--- src/rtl/hubrep_pkg.sv ---
// Shared line-state encoding and helpers for the hub repeater core.
// A pair is {D+, D-}. Logical states use full-speed polarity.
package hubrep_pkg;
    typedef logic [1:0] pair_t;

    localparam pair_t PAIR_SE0 = 2'b00;
    localparam pair_t PAIR_J   = 2'b10;
    localparam pair_t PAIR_K   = 2'b01;

    // Converts between wire and logical polarity; the swap is its own inverse.
    function automatic pair_t to_logical(input pair_t w, input logic ls);
        return ls ? {w[0], w[1]} : w;
    endfunction

    // Idle (J) level on the wire for a port of the given speed.
    function automatic pair_t idle_of(input logic ls);
        return ls ? 2'b01 : 2'b10;
    endfunction
endpackage

--- src/rtl/hubrep_speed_det.sv ---
// Per-port speed detection at attach.
// Assumes port_conn_i is already synchronous and debounced. On its rising
// edge the line pulled high decides the speed; the flag then holds.
module hubrep_speed_det #(
    parameter int NPORT = 4
) (
    input  logic               clk,
    input  logic               rst_n,
    input  logic [NPORT-1:0]   conn_i,
    input  logic [2*NPORT-1:0] rx_i,
    output logic [NPORT-1:0]   ls_o
);
    logic [NPORT-1:0] conn_q;

    // Remembers the previous attach level to find its rising edge.
    always_ff @(posedge clk) begin
        if (!rst_n) conn_q <= '0;
        else        conn_q <= conn_i;
    end

    for (genvar p = 0; p < NPORT; p++) begin : g_port
        // Latches the speed flag for one port when it attaches.
        always_ff @(posedge clk) begin
            if (!rst_n)
                ls_o[p] <= 1'b0;
            else if (conn_i[p] && !conn_q[p])
                ls_o[p] <= (rx_i[2*p+1] == 1'b0) && (rx_i[2*p] == 1'b1);
        end
    end
endmodule

--- src/rtl/hubrep_down_route.sv ---
// Downstream routing: repeats the upstream pair onto enabled ports.
// Assumes us_rx_i is a clean decoded line state. Low-speed ports are driven
// only inside a window opened by a preamble strobe and closed at EOP end.
module hubrep_down_route
    import hubrep_pkg::*;
#(
    parameter int NPORT = 4
) (
    input  logic               clk,
    input  logic               rst_n,
    input  pair_t              us_rx_i,
    input  logic [NPORT-1:0]   port_en_i,
    input  logic [NPORT-1:0]   port_ls_i,
    input  logic               pre_i,
    input  logic               up_busy_i,
    output logic               busy_o,
    output logic               start_o,
    output logic [2*NPORT-1:0] tx_o,
    output logic [NPORT-1:0]   oe_o
);
    logic               act_q, se0_q, ls_on_q;
    logic               ending, live;
    logic [NPORT-1:0]   oe_n;
    logic [2*NPORT-1:0] tx_n;

    assign start_o = !act_q && !up_busy_i && (us_rx_i == PAIR_K);
    assign ending  = act_q && se0_q && (us_rx_i == PAIR_J);
    assign live    = start_o || act_q;
    assign busy_o  = act_q;

    // Tracks the packet, its EOP and the low-speed window.
    always_ff @(posedge clk) begin
        if (!rst_n) begin
            act_q   <= 1'b0;
            se0_q   <= 1'b0;
            ls_on_q <= 1'b0;
        end else begin
            if (start_o)     act_q <= 1'b1;
            else if (ending) act_q <= 1'b0;

            if (start_o || ending)                  se0_q <= 1'b0;
            else if (act_q && us_rx_i == PAIR_SE0)  se0_q <= 1'b1;

            if (ending)              ls_on_q <= 1'b0;
            else if (pre_i && act_q) ls_on_q <= 1'b1;
        end
    end

    // Computes per-port enables and the pair in each port's polarity.
    always_comb begin
        for (int p = 0; p < NPORT; p++) begin
            oe_n[p] = live && port_en_i[p] && (!port_ls_i[p] || ls_on_q);
            tx_n[2*p +: 2] = oe_n[p] ? to_logical(us_rx_i, port_ls_i[p])
                                     : idle_of(port_ls_i[p]);
        end
    end

    // Registers the downstream drive.
    always_ff @(posedge clk) begin
        if (!rst_n) begin
            oe_o <= '0;
            for (int p = 0; p < NPORT; p++) tx_o[2*p +: 2] <= PAIR_J;
        end else begin
            oe_o <= oe_n;
            tx_o <= tx_n;
        end
    end
endmodule

--- src/rtl/hubrep_up_arb.sv ---
// Upstream path arbitration and repeat.
// Assumes decoded pairs on each port. The lowest-index enabled port showing
// K while the hub is idle takes the path until its own EOP ends.
module hubrep_up_arb
    import hubrep_pkg::*;
#(
    parameter int NPORT = 4,
    localparam int OWN_W = (NPORT > 1) ? $clog2(NPORT) : 1
) (
    input  logic               clk,
    input  logic               rst_n,
    input  logic [2*NPORT-1:0] rx_i,
    input  logic [NPORT-1:0]   port_en_i,
    input  logic [NPORT-1:0]   port_ls_i,
    input  logic               ds_busy_i,
    input  logic               ds_start_i,
    output logic               busy_o,
    output logic [OWN_W-1:0]   owner_o,
    output pair_t              tx_o,
    output logic               oe_o
);
    pair_t            logical [NPORT];
    logic [NPORT-1:0] claim;
    logic [OWN_W-1:0] pick;
    logic             act_q, se0_q, grab, ending;
    pair_t            own_sym, live_sym;

    // Interprets each port in full-speed polarity and flags claimants.
    always_comb begin
        for (int p = 0; p < NPORT; p++) begin
            logical[p] = to_logical(rx_i[2*p +: 2], port_ls_i[p]);
            claim[p]   = port_en_i[p] && (logical[p] == PAIR_K);
        end
    end

    // Fixed priority: the lowest index wins.
    always_comb begin
        pick = '0;
        for (int i = NPORT - 1; i >= 0; i--)
            if (claim[i]) pick = OWN_W'(i);
    end

    assign grab     = !act_q && !ds_busy_i && !ds_start_i && (|claim);
    assign own_sym  = logical[owner_o];
    assign ending   = act_q && se0_q && (own_sym == PAIR_J);
    assign live_sym = grab ? logical[pick] : own_sym;
    assign busy_o   = act_q;

    // Holds ownership and the owner's EOP progress.
    always_ff @(posedge clk) begin
        if (!rst_n) begin
            act_q   <= 1'b0;
            se0_q   <= 1'b0;
            owner_o <= '0;
        end else begin
            if (grab) begin
                act_q   <= 1'b1;
                owner_o <= pick;
            end else if (ending) begin
                act_q <= 1'b0;
            end

            if (grab || ending)                     se0_q <= 1'b0;
            else if (act_q && own_sym == PAIR_SE0)  se0_q <= 1'b1;
        end
    end

    // Registers the upstream drive.
    always_ff @(posedge clk) begin
        if (!rst_n) begin
            oe_o <= 1'b0;
            tx_o <= PAIR_J;
        end else begin
            oe_o <= grab || act_q;
            tx_o <= (grab || act_q) ? live_sym : PAIR_J;
        end
    end
endmodule

--- src/rtl/hubrep_frame_tmr.sv ---
// Frame timer on the bit-rate tick.
// Assumes bit_tick_i pulses once per full-speed bit. SOF clears the count;
// a marker pulse flags the point EOF2_LEAD bits before the wrap.
module hubrep_frame_tmr #(
    parameter int FRAME_BITS = 12000,
    parameter int EOF2_LEAD  = 10,
    localparam int CNT_W = $clog2(FRAME_BITS)
) (
    input  logic             clk,
    input  logic             rst_n,
    input  logic             tick_i,
    input  logic             sof_i,
    output logic [CNT_W-1:0] cnt_o,
    output logic             eof2_o
);
    localparam logic [CNT_W-1:0] LAST     = CNT_W'(FRAME_BITS - 1);
    localparam logic [CNT_W-1:0] PRE_MARK = CNT_W'(FRAME_BITS - EOF2_LEAD - 1);

    // Counts bit times, clears on SOF and raises the marker pulse.
    always_ff @(posedge clk) begin
        if (!rst_n) begin
            cnt_o  <= '0;
            eof2_o <= 1'b0;
        end else begin
            eof2_o <= tick_i && !sof_i && (cnt_o == PRE_MARK);
            if (sof_i)
                cnt_o <= '0;
            else if (tick_i)
                cnt_o <= (cnt_o == LAST) ? '0 : cnt_o + 1'b1;
        end
    end
endmodule

--- src/rtl/hub_repeater_core.sv ---
// Hub repeater routing core: speed detection, downstream repeat with
// low-speed gating, upstream arbitration and the frame timer.
// Assumes decoded line states and PID strobes from the serial engine.
module hub_repeater_core
    import hubrep_pkg::*;
#(
    parameter int NPORT      = 4,
    parameter int FRAME_BITS = 12000,
    parameter int EOF2_LEAD  = 10,
    localparam int OWN_W = (NPORT > 1) ? $clog2(NPORT) : 1,
    localparam int CNT_W = $clog2(FRAME_BITS)
) (
    input  logic               clk,
    input  logic               rst_n,
    input  logic [1:0]         us_rx_i,
    output logic [1:0]         us_tx_o,
    output logic               us_oe_o,
    input  logic [2*NPORT-1:0] dn_rx_i,
    output logic [2*NPORT-1:0] dn_tx_o,
    output logic [NPORT-1:0]   dn_oe_o,
    input  logic [NPORT-1:0]   port_en_i,
    input  logic [NPORT-1:0]   port_conn_i,
    input  logic               pre_pid_i,
    input  logic               sof_pid_i,
    input  logic               bit_tick_i,
    output logic [NPORT-1:0]   port_ls_o,
    output logic [OWN_W-1:0]   owner_o,
    output logic [CNT_W-1:0]   frame_cnt_o,
    output logic               eof2_o
);
    logic ds_busy, ds_start, up_busy;

    hubrep_speed_det #(.NPORT(NPORT)) u_speed (
        .clk(clk), .rst_n(rst_n), .conn_i(port_conn_i),
        .rx_i(dn_rx_i), .ls_o(port_ls_o)
    );

    hubrep_down_route #(.NPORT(NPORT)) u_down (
        .clk(clk), .rst_n(rst_n), .us_rx_i(us_rx_i),
        .port_en_i(port_en_i), .port_ls_i(port_ls_o), .pre_i(pre_pid_i),
        .up_busy_i(up_busy), .busy_o(ds_busy), .start_o(ds_start),
        .tx_o(dn_tx_o), .oe_o(dn_oe_o)
    );

    hubrep_up_arb #(.NPORT(NPORT)) u_up (
        .clk(clk), .rst_n(rst_n), .rx_i(dn_rx_i), .port_en_i(port_en_i),
        .port_ls_i(port_ls_o), .ds_busy_i(ds_busy), .ds_start_i(ds_start),
        .busy_o(up_busy), .owner_o(owner_o), .tx_o(us_tx_o), .oe_o(us_oe_o)
    );

    hubrep_frame_tmr #(.FRAME_BITS(FRAME_BITS), .EOF2_LEAD(EOF2_LEAD)) u_frame (
        .clk(clk), .rst_n(rst_n), .tick_i(bit_tick_i), .sof_i(sof_pid_i),
        .cnt_o(frame_cnt_o), .eof2_o(eof2_o)
    );
endmodule

--- config.mk ---
export PLATFORM = sky130hd
export DESIGN_NAME = hub_repeater_core
export DESIGN_NICKNAME = d
export VERILOG_FILES = /design/src/rtl/hubrep_pkg.sv /design/src/rtl/hubrep_speed_det.sv /design/src/rtl/hubrep_down_route.sv /design/src/rtl/hubrep_up_arb.sv /design/src/rtl/hubrep_frame_tmr.sv /design/src/rtl/hub_repeater_core.sv
export SDC_FILE = /design/constraint.sdc
export NUM_CORES = 1
export LEC_CHECK = 0
export CAP_MARGIN = 20
export CORE_MARGIN = 3
export CORE_UTILIZATION = 52
export CTS_CLUSTER_DIAMETER = 60
export DETAILED_ROUTE_END_ITERATION = 10
export PLACE_DENSITY = 0.85
export SLEW_MARGIN = 25
export SYNTH_ARGS = -nofsm -noshare
export SYNTH_HDL_FRONTEND = slang
export SYNTH_SLANG_ARGS = --single-unit
export TNS_END_PERCENT = 30
--- constraint.sdc ---
create_clock -name clk -period 4.4 [get_ports clk]
set_input_delay 0.88 -clock clk [delete_from_list [all_inputs] [get_ports clk]]
set_output_delay 0.88 -clock clk [all_outputs]
set_load 0.005 [all_outputs]
## Word level (Yosys, flattened, before mapping)

Index checks and enable logic that the tools add are counted.

| cells by class | value |
|---|---|
| muxes and demuxes | 32 |
| bitwise operators | 7 |
| $add $sub $neg | 1 |
| order comparisons | 2 |
| reductions and logical operators | 63 |
| equality and inequality tests | 9 |

Operator list:

| cell | count |
|---|---|
| 2-to-1 mux 2 bit | 25 |
| logical AND 1 bit | 33 |
| equality test 14 bit (second input constant) | 2 |
| adder 14 x 1 -> 14 bit (second input constant) | 1 |
| 2-to-1 mux 14 bit | 1 |
| zero test 1 bit | 12 |
| equality test 2 x 1 -> 1 bit (second input constant) | 5 |
| binary-select mux 2 bit (select 2 bit) | 2 |
| logical OR 1 bit | 8 |
| OR reduction 2 bit | 4 |
| greater-or-equal comparator 3 bit (second input constant) | 2 |
| NOT 2 -> 3 bit | 2 |
| NOT 1 bit | 5 |
| equality test 2 bit (second input constant) | 2 |
| zero test 2 bit | 2 |
| 2-to-1 mux 1 bit | 4 |
| nonzero test 2 bit | 2 |
| OR reduction 4 bit | 1 |
| AND reduction 2 bit | 1 |

| word-level totals | value |
|---|---|
| bits in registers | 45 |

## Longest topological paths before layout

Gate-level depths: netlist of run 1.

| logic depth | value |
|---|---|
| depth after elaboration | 12 |
| gate-level depth with buffers | 6 |
| depth with buffers taken out | 5 |

## Modules after synthesis

From an unflattened synthesis of run 1, not the netlist that was laid out.

| second synthesis, totals | value |
|---|---|
| cells, all modules | 245 |
| area total of the unflattened synthesis | 2,169.6 µm² |

By module, submodules not included:

| module | times used | cells an instance | sequential area each (µm²) | area an instance (µm²) |
|---|---|---|---|---|
| hubrep_frame_tmr | 1 | 79 | 300.3 | 710.7 |
| hubrep_down_route | 1 | 79 | 300.3 | 679.4 |
| hubrep_up_arb | 1 | 59 | 140.1 | 484.2 |
| hubrep_speed_det | 1 | 28 | 160.2 | 295.3 |

## Least setup slack after synthesis of run 1

Ideal clock, no wire load.

| timing path | value |
|---|---|
| path type | input to register |
| start | input dn_rx_i[3] |
| end | register u_up.se0_q |
| arrival time | 1.907 ns |
| path slack | 2.359 ns |
| cell stages on the path | 4 |
| library setup time | 0.134 ns |
| buffers on the path | 0 |
| cell sequence | mux2_1 -> mux4_2 -> o21ai_0 -> a211oi_2 |

| between the ends | value |
|---|---|
| longest elaborated chain between the ends | 8 |

RTL lines:

| element | line | RTL |
|---|---|---|
| start: declaration | hub_repeater_core.sv:18 | `input logic [2*NPORT-1:0] dn_rx_i,` |
| 2-to-1 mux 2 bit * | hubrep_pkg.sv:12 | `return ls ? {w[0], w[1]} : w;` |
| binary-select mux 2 bit (select 2 bit) | hubrep_up_arb.sv:44 | `assign own_sym = logical[owner_o];` |
| 2-to-1 mux 2 bit (not written as such) (2 in a row) | hubrep_up_arb.sv:44 |  |
| equality test 2 bit | hubrep_up_arb.sv:45 | `assign ending = act_q && se0_q && (own_sym == PAIR_J);` |
| logical AND 1 bit | hubrep_up_arb.sv:45 |  |
| logical OR 1 bit | hubrep_up_arb.sv:63 | `if (grab \|\| ending) se0_q <= 1'b0;` |
| OR reduction 2 bit (no source line) | n/a |  |
| end signal: assignment | hubrep_up_arb.sv:53 | `se0_q <= 1'b0;` |
| end signal: assignment | hubrep_up_arb.sv:63 |  |
| end signal: assignment | hubrep_up_arb.sv:64 | `else if (act_q && own_sym == PAIR_SE0) se0_q <= 1'b1;` |
| end: declaration | hubrep_up_arb.sv:25 | `logic act_q, se0_q, grab, ending;` |

Mark *: on every way between the ends. The rest lies on a longest branch, timed or not. The select of a mux whose other input is x is not followed.
A chain may end at the register's enable or synchronous reset.

## Worst setup path in the final report of run 1

| timing path | value |
|---|---|
| start | input dn_rx_i[0] |
| end | register u_up.owner_o[0] |

| between the ends | value |
|---|---|
| longest elaborated chain between the ends | 5 |

RTL lines:

| element | line | RTL |
|---|---|---|
| 2-to-1 mux 2 bit * | hubrep_pkg.sv:12 |  |
| equality test 2 x 1 -> 1 bit * | hubrep_up_arb.sv:32 | `claim[p] = port_en_i[p] && (logical[p] == PAIR_K);` |
| logical AND 1 bit * | hubrep_up_arb.sv:32 |  |
| OR reduction 4 bit | hubrep_up_arb.sv:43 | `assign grab = !act_q && !ds_busy_i && !ds_start_i && (\|claim);` |
| logical AND 1 bit | hubrep_up_arb.sv:43 |  |
| end signal: assignment | hubrep_up_arb.sv:58 | `owner_o <= pick;` |
| end: declaration | hubrep_up_arb.sv:18 | `output logic [OWN_W-1:0] owner_o,` |

Mark *: on every way between the ends. The rest lies on a longest branch, timed or not.

==> impl_metrics.csv, run 1 <==
group,metric,value,unit
power_and_ir_drop,p_leak,1.04,nW
power_and_ir_drop,netSwitchingPower,0.000206,W
synthesis,synth_common_cells,"45 x sky130_fd_sc_hd__dfxtp_1, 26 x sky130_fd_sc_hd__nor2_1, 18 x sky130_fd_sc_hd__a21oi_1, 15 x sky130_fd_sc_hd__inv_1, 15 x sky130_fd_sc_hd__o21ai_0",
finish,net_count_final,314,
setup_path,largest_stage_delay_on_the_critical_path,0.55,ns
synthesis,synth_edf_count,0,
die,die_area,4990,sq um
finish,finalCoreUtilization,0.745,
finish,layout.cells.non_filler,338,
die,floorplan.initialDensity,0.567,
sta,report.final.setup_viol,0,
routing,detailedRoute.firstPassIterationCount,4,
setup_path,crit_chain,"clkdlybuf4s50_1, and3b_1, o21ai_0, a41oi_1, a32o_1",
synthesis,netlist_area,2170,sq um
finish,final_layout_size_suffix_gt1_frac,0.0897,
placement,placer_congestion_estimate,0.831,
power_and_ir_drop,internal_power,0.000678,W
clocking,tritoncts,"done",
clocking,post_cts_buffers,0,
synthesis,yosys.area.top_type,"sky130_fd_sc_hd__dfxtp_1",
synthesis,synthesis.yosys.warnings,0,
die,chipWidth,70.6,um
job,max_cap_viol_count,0,
placement,placed_cells,330,
setup_path,worstPathRequired,4.60,ns
routing,routedWlPerCell,14.6,um
synthesis,synth_top_flop_cell,"sky130_fd_sc_hd__dfxtp_1",
grt,grt_antenna_before_repair,0,
clocking,tritoncts_num_sinks,45,
grt,overflow,0,
routing,initialDrtViolationCount,132,
setup_path,critPathSlowestCell,"sky130_fd_sc_hd__clkdlybuf4s50_1",
die,top_level_port_count,59,
finish,area.growth.synth_to_final,31.4,%
routing,drcViolationCount,0,
sta,final_period_minus_worst_setup_slack,2.52,ns
synthesis,synthDistinctLibCells,49,
grt,global_route_layer_with_the_greatest_usage,"met2",
sta,hold_viol_final,0,
synthesis,synthArstFlopShare,0,
placement,port-buffer-count,58,
sta,slew-limit-headroom,0.494,
sta,max_slew.worst_pin.slew,0.758,ns
routing,viasPerCell,5.56,
setup_path,cp_top_family,"compound AO/OA/AOI/OAI gates",
power_and_ir_drop,seq_power_share,0.498,
setup_path,critical_path_class,"in -> reg",
clocking,cts_made_buffers,5,
status,status,"complete, no violations",
sta,timing.setup.tns,0,ns
grt,gr-usage-all-layers,0.212,
die,floorplan.rows,22,
sta,report.final.slew_viol_count,0,
setup_path,critical_path_peak_fanout,5,
setup_path,arrival,2.72,ns
setup_path,type_of_destination_of_the_critical_path,"register",
sta,clock_skew,0.00509,ns
clocking,clkLatencyLatePin,0.30,ns
power_and_ir_drop,clock_power_share,0.365,
finish,antenna-diode-count,0,
setup_path,start_kind,"primary input",
sta,setup_repair_after_global_routing_missed_its_margin,"no",
synthesis,yosysMostFrequentCell,"sky130_fd_sc_hd__dfxtp_1",
synthesis,synth-seq-area-share,0.415,
routing,totalWireLength,4950,um
synthesis,gate_count_of_the_mapped_netlist,236,
clocking,cts_hold_repair.buffers,0,
grt,grt_pass1_vias,1861,
die,core-area,3830,sq um
clocking,cts_repair_resize_count,0,
clocking,worst_setup_hold_path_clk_slew,0.08,ns
grt,grt_max_degree,22,
power_and_ir_drop,vdd_ir_drop_max,268,uV
grt,gr-usage-met3,0.0625,
power_and_ir_drop,power_density,310,nW/um^2
power_and_ir_drop,fraction_of_power_spent_switching_nets,0.233,
synthesis,syn_avg_cell_area,9.20,sq um
sta,holdWs,0.438,ns
synthesis,synthTopCellsByArea,"sky130_fd_sc_hd__dfxtp_1 41%, sky130_fd_sc_hd__nor2_1 4.5%, sky130_fd_sc_hd__a21oi_1 4.1%",
routing,detailroute.via_count,1879,
min_path,hold_path.class,"reg -> reg",
finish,num-fill-cells,310,
power_and_ir_drop,p_comb_frac,0.138,
grt,met2_usage,0.336,
clocking,clk_root_buffer_cell,"sky130_fd_sc_hd__clkbuf_8",
die,floorplan.die.height,70.6,um
sta,timing.final.crit_share,0.573,
synthesis,synth_largest_type_area_fraction,0.415,
sta,max_clock_freq,396,MHz
clocking,ctsLongestPathBuffers,2,
synthesis,mappedNetlistNets,261,
synthesis,yosys_register_bits,45,
routing,route.antenna.remaining_nets,0,
setup_path,buffers_and_inverters_on_the_worst_path,1,
clocking,cts_htree_levels,2,
placement,estimated_wirelength_of_the_detail_placed_design,3690,um
grt,grt_use_met1,0.274,
grt,wire_length_of_the_first_global_routing_pass,8490,um
## power groups by stage
stage / sequential (W) / clock [W] / combinational, W
global route: 0.000443 / 0.000345 / 0.000133
global placement: 0.000449 / 0 / 0.000119
floorplan: 0.000444 / 0 / 0.0000665
detailed placement: 0.000449 / 0 / 0.000121
CTS: 0.000440 / 0.000326 / 0.000122
finish: 0.000440 / 0.000322 / 0.000122
## layer usage
| metal | wire, um | vias up |
|---|---|---|
| li1 | - | 954 |
| met1 | 2280 | 861 |
| met2 | 2280 | 54 |
| met3 | 273 | 10 |
| met4 | 109 | 0 |
| met5 | 0 | - |
## per-stage QoR
| stage | power (W) | cell area, sq um | setup WS (ns) |
|---|---|---|---|
| 2_1_floorplan | 0.000511 | 2170 | 2.36 |
| 3_3_place_gp | 0.000567 | 2740 | 1.73 |
| 3_5_place_dp | 0.000570 | 2740 | 1.64 |
| 4_1_cts | 0.000888 | 2850 | 1.93 |
| 5_1_grt | 0.000921 | 2850 | 1.77 |
| 6_report | 0.000884 | 2850 | 1.88 |
## kinds of logic after synthesis
| logic type | synth area share |
|---|---|
| adder cells (fa/ha/maj) | 0.0115 |
| XOR/XNOR | 0.0323 |
| AND/OR/NAND/NOR | 0.237 |
| flip-flops | 0.415 |
| AO/OA/AOI/OAI | 0.178 |
| multiplexers | 0.0651 |
| buffers and inverters | 0.0611 |
## path summary, 6_finish.rpt
kind                   start              end  slack (ns)  depth (start not counted)
min               u_up.se0_q      u_up.busy_o        0.44                          1
max               dn_rx_i[0]  u_up.owner_o[0]        1.88                          5
min reg2reg       u_up.se0_q      u_up.busy_o        0.44                          1
max reg2reg  u_speed.ls_o[2]       u_up.se0_q        2.49                          4
## cells in the final DEF, fill, tap and decap left out, types with 5 or more instances in the layout
cell                              netlist  routed
sky130_fd_sc_hd__nor3b_1                5       5
sky130_fd_sc_hd__xnor2_1                5       5
sky130_fd_sc_hd__dfxtp_1               45      45
sky130_fd_sc_hd__a21oi_1               18      18
sky130_fd_sc_hd__nor3_1                 6       6
sky130_fd_sc_hd__nand3b_1               5       5
sky130_fd_sc_hd__o21ai_0               15      15
sky130_fd_sc_hd__clkdlybuf4s50_1        0      58
sky130_fd_sc_hd__inv_1                 15      15
sky130_fd_sc_hd__nor2_1                26      26
sky130_fd_sc_hd__clkbuf_8               0       6
sky130_fd_sc_hd__nand4_1                7       7
sky130_fd_sc_hd__o221ai_1               7       7
sky130_fd_sc_hd__nand2_1               11      11
## flip-flops by register name, indices dropped and copies added (netlist names), 2 cells and up
| signal | flops |
|---|---|
| u_up.owner_o | 2 |
| u_down.oe_o | 4 |
| u_frame.cnt_o | 14 |
| u_speed.conn_q | 4 |
| u_up.tx_o | 2 |
| u_speed.ls_o | 4 |
| u_down.tx_o | 8 |
## final cells by class
class	count	area (sq um)	share of cell area
multi-input combinational	164	1140	0.399
sequential	45	901	0.316
timing repair buffer	58	581	0.204
clock buffer	7	86.3	0.0303
tap	48	60.1	0.0211
inverter	15	56.3	0.0197
clock inverter	1	30.0	0.0105
(Power assumes the default switching activity.)
==> run 2, diff against run 1 <==
--- a/config.mk
+++ b/config.mk
@@ -7,10 +7,10 @@
 export LEC_CHECK = 0
 export CAP_MARGIN = 20
 export CORE_MARGIN = 3
-export CORE_UTILIZATION = 52
+export CORE_UTILIZATION = 43
 export CTS_CLUSTER_DIAMETER = 60
 export DETAILED_ROUTE_END_ITERATION = 10
-export PLACE_DENSITY = 0.85
+export PLACE_DENSITY = 0.75
 export SLEW_MARGIN = 25
 export SYNTH_ARGS = -nofsm -noshare
 export SYNTH_HDL_FRONTEND = slang
==> constraint.sdc (replaced) <==
create_clock -name clk -period 2.06 [get_ports clk]
set_input_delay 0.412 -clock clk [delete_from_list [all_inputs] [get_ports clk]]
set_output_delay 0.412 -clock clk [all_outputs]
set_load 0.005 [all_outputs]
==> impl_metrics.csv, run 2 (synthesized netlist as in run 1, its figures left out) <==
group,metric,value,unit
sta,timing.final.crit_share,0.877,
status,status,"complete, no violations",
setup_path,worst-r2r-setup-slack,0.30,ns
grt,gr-usage-all-layers,0.175,
setup_path,worstPathRequired,2.25,ns
routing,initialDrtViolationCount,88,
clocking,cts_made_buffers,5,
setup_path,critical_path_class,"in -> reg",
clocking,clkLatencyLatePin,0.30,ns
setup_path,largest_stage_delay_on_the_critical_path,0.52,ns
routing,totalWireLength,4860,um
job,max_cap_viol_count,0,
finish,area.growth.synth_to_final,38.6,%
setup_path,start_kind,"primary input",
grt,grt_pass1_vias,1843,
placement,estimated_wirelength_of_the_detail_placed_design,3750,um
setup_path,type_of_destination_of_the_critical_path,"register",
sta,holdWs,0.438,ns
sta,clock_skew,0.00445,ns
routing,detailedRoute.firstPassIterationCount,4,
sta,final_period_minus_worst_setup_slack,1.81,ns
finish,most_common_cell_after_layout_fill_and_taps_aside,"sky130_fd_sc_hd__clkdlybuf4s50_1",
sta,hold_viol_final,0,
setup_path,crit_chain,"clkdlybuf4s50_1, mux2_4, mux4_2, o21ai_0, a211oi_2",
setup_path,cp.depth,5,
finish,antenna-diode-count,0,
placement,placer_congestion_estimate,0.806,
die,floorplan.initialDensity,0.454,
sta,setup_repair_after_global_routing_missed_its_margin,"no",
finish,final_layout_size_suffix_gt1_frac,0.151,
power_and_ir_drop,p_leak,1.12,nW
setup_path,critPathSlowestCell,"sky130_fd_sc_hd__mux4_2",
finish,most-common-layout-cells,"58 x sky130_fd_sc_hd__clkdlybuf4s50_1, 45 x sky130_fd_sc_hd__dfxtp_1, 26 x sky130_fd_sc_hd__nor2_1",
die,top_level_port_count,59,
setup_path,r2r_cells,4,
setup_path,critical_path_peak_fanout,5,
grt,overflow,0,
min_path,hold_path.class,"reg -> reg",
placement,port-buffer-count,58,
routing,route.antenna.remaining_nets,0,
die,die_area,5940,sq um
die,floorplan.die.height,77.1,um
sta,slew-limit-headroom,0.468,
routing,routedWlPerCell,12.8,um
sta,max_slew.worst_pin.slew,0.796,ns
sta,report.final.slew_viol_count,0,
finish,max_flop_register,"u_frame.cnt_o",
setup_path,reg2reg_to,"u_up.se0_q",
clocking,cts_repair_resize_count,0,
clocking,tritoncts_num_sinks,45,
setup_path,cp_top_family,"multiplexers",
power_and_ir_drop,vdd_ir_drop_max,383,uV
die,floorplan.rows,25,
grt,wire_length_of_the_first_global_routing_pass,8370,um
clocking,cts_hold_repair.buffers,0,
finish,layout.cells.non_filler,379,
setup_path,arrival,1.99,ns
routing,drcViolationCount,0,
setup_path,critical_path.reg2reg.startpoint,"u_speed.ls_o[2]",
setup_path,buffers_and_inverters_on_the_worst_path,1,
placement,placed_cells,371,
setup_path,crit_path_end,"u_up.se0_q",
placement,detailedPlace.worstSlack,-0.0613,ns
finish,num-fill-cells,440,
die,core-area,4790,sq um
clocking,worst_setup_hold_path_clk_slew,0.08,ns
routing,detailroute.via_count,1953,
sta,timing.final.ws_setup,0.253,ns
clocking,cts_htree_levels,2,
routing,viasPerCell,5.15,
sta,max_clock_freq,554,MHz
clocking,tritoncts,"done",
finish,largest_reg_flops,14,
power_and_ir_drop,power_density,583,nW/um^2
finish,largestRegisters,"u_frame.cnt_o x14, u_down.tx_o x8",
grt,grt_antenna_before_repair,0,
die,chipWidth,77.1,um
grt,grt_max_degree,14,
clocking,ctsLongestPathBuffers,2,
clocking,clk_root_buffer_cell,"sky130_fd_sc_hd__clkbuf_8",
sta,report.final.setup_viol,0,
clocking,post_cts_buffers,0,
setup_path,timing.critical_path.from,"dn_rx_i[7]",
finish,net_count_final,336,
==> run 2: cell types whose count changed in the layout (fill, tap and decap cells not counted), sizes merged <==
cell      previous run  this run
clkinvlp             0         1
bufinv               1         0
buf                  0        22
==> run 2: routing by layer <==
| metal | up-vias | track usage | routed length (um) |
|---|---|---|---|
| met4 | 0 | 0.0569 | 62 |
| met2 | 48 | 0.297 | 2380 |
| met3 | 7 | 0.0446 | 221 |
| met5 | - | 0 | 0 |
| li1 | 998 | - | - |
| met1 | 900 | 0.217 | 2200 |
==> run 2: how the worst min path moves through the flow <==
| stage | start | endpoint | slack, ns | cells past startpoint |
|---|---|---|---|---|
| 6_report | u_up.se0_q | u_up.busy_o | 0.44 | 1 |
| 5_1_grt | u_up.se0_q | u_up.busy_o | 0.47 | 1 |
| 4_1_cts | u_up.se0_q | u_up.busy_o | 0.44 | 1 |
| 3_5_place_dp | u_up.se0_q | u_up.busy_o | 0.42 | 1 |
| 3_3_place_gp | u_up.se0_q | u_up.busy_o | 0.43 | 1 |
| 2_1_floorplan | u_up.se0_q | u_up.busy_o | 0.40 | 1 |
==> run 2: cell type report <==
| class | count | area (sq um) | share of cell area |
|---|---|---|---|
| clock buffers | 7 | 76.3 | 0.0254 |
| clock inverters | 1 | 7.51 | 0.00250 |
| inverters | 15 | 56.3 | 0.0187 |
| multi-input cells | 164 | 1140 | 0.378 |
| flip-flops and latches | 45 | 901 | 0.300 |
| well taps | 67 | 83.8 | 0.0279 |
| repair buffers | 80 | 746 | 0.248 |
==> run 2: where the power goes <==
| group | leakage, nW | internal [W] | switching, W | total, W |
|---|---|---|---|---|
| Combinational | 0.717 | 0.000166 | 0.000119 | 0.000284 |
| Clock | 0.0385 | 0.000240 | 0.000294 | 0.000534 |
| Sequential | 0.367 | 0.000906 | 0.0000292 | 0.000935 |
| Total | 1.12 | 0.00131 | 0.000442 | 0.00175 |
==> run 2: metrics by stage <==
stage,cell area (sq um),utilization,setup TNS [ns],total power (W)
after global routing,3010,0.628,0,0.00185
after floorplan,2170,-,0,0.00109
final,3010,0.628,0,0.00175
after detailed placement,2920,0.611,-0.0945,0.00124
after CTS,3010,0.628,0,0.00177
after global placement,2920,0.611,-0.0422,0.00124
==> run 3, diff against run 2 <==
--- a/config.mk
+++ b/config.mk
@@ -11,7 +11,6 @@
 export CTS_CLUSTER_DIAMETER = 60
 export DETAILED_ROUTE_END_ITERATION = 10
 export PLACE_DENSITY = 0.75
-export SLEW_MARGIN = 25
 export SYNTH_ARGS = -nofsm -noshare
 export SYNTH_HDL_FRONTEND = slang
 export SYNTH_SLANG_ARGS = --single-unit
==> results of run 3 <==
Same layout as run 2: the final DEF is identical, and so are final timing and power.
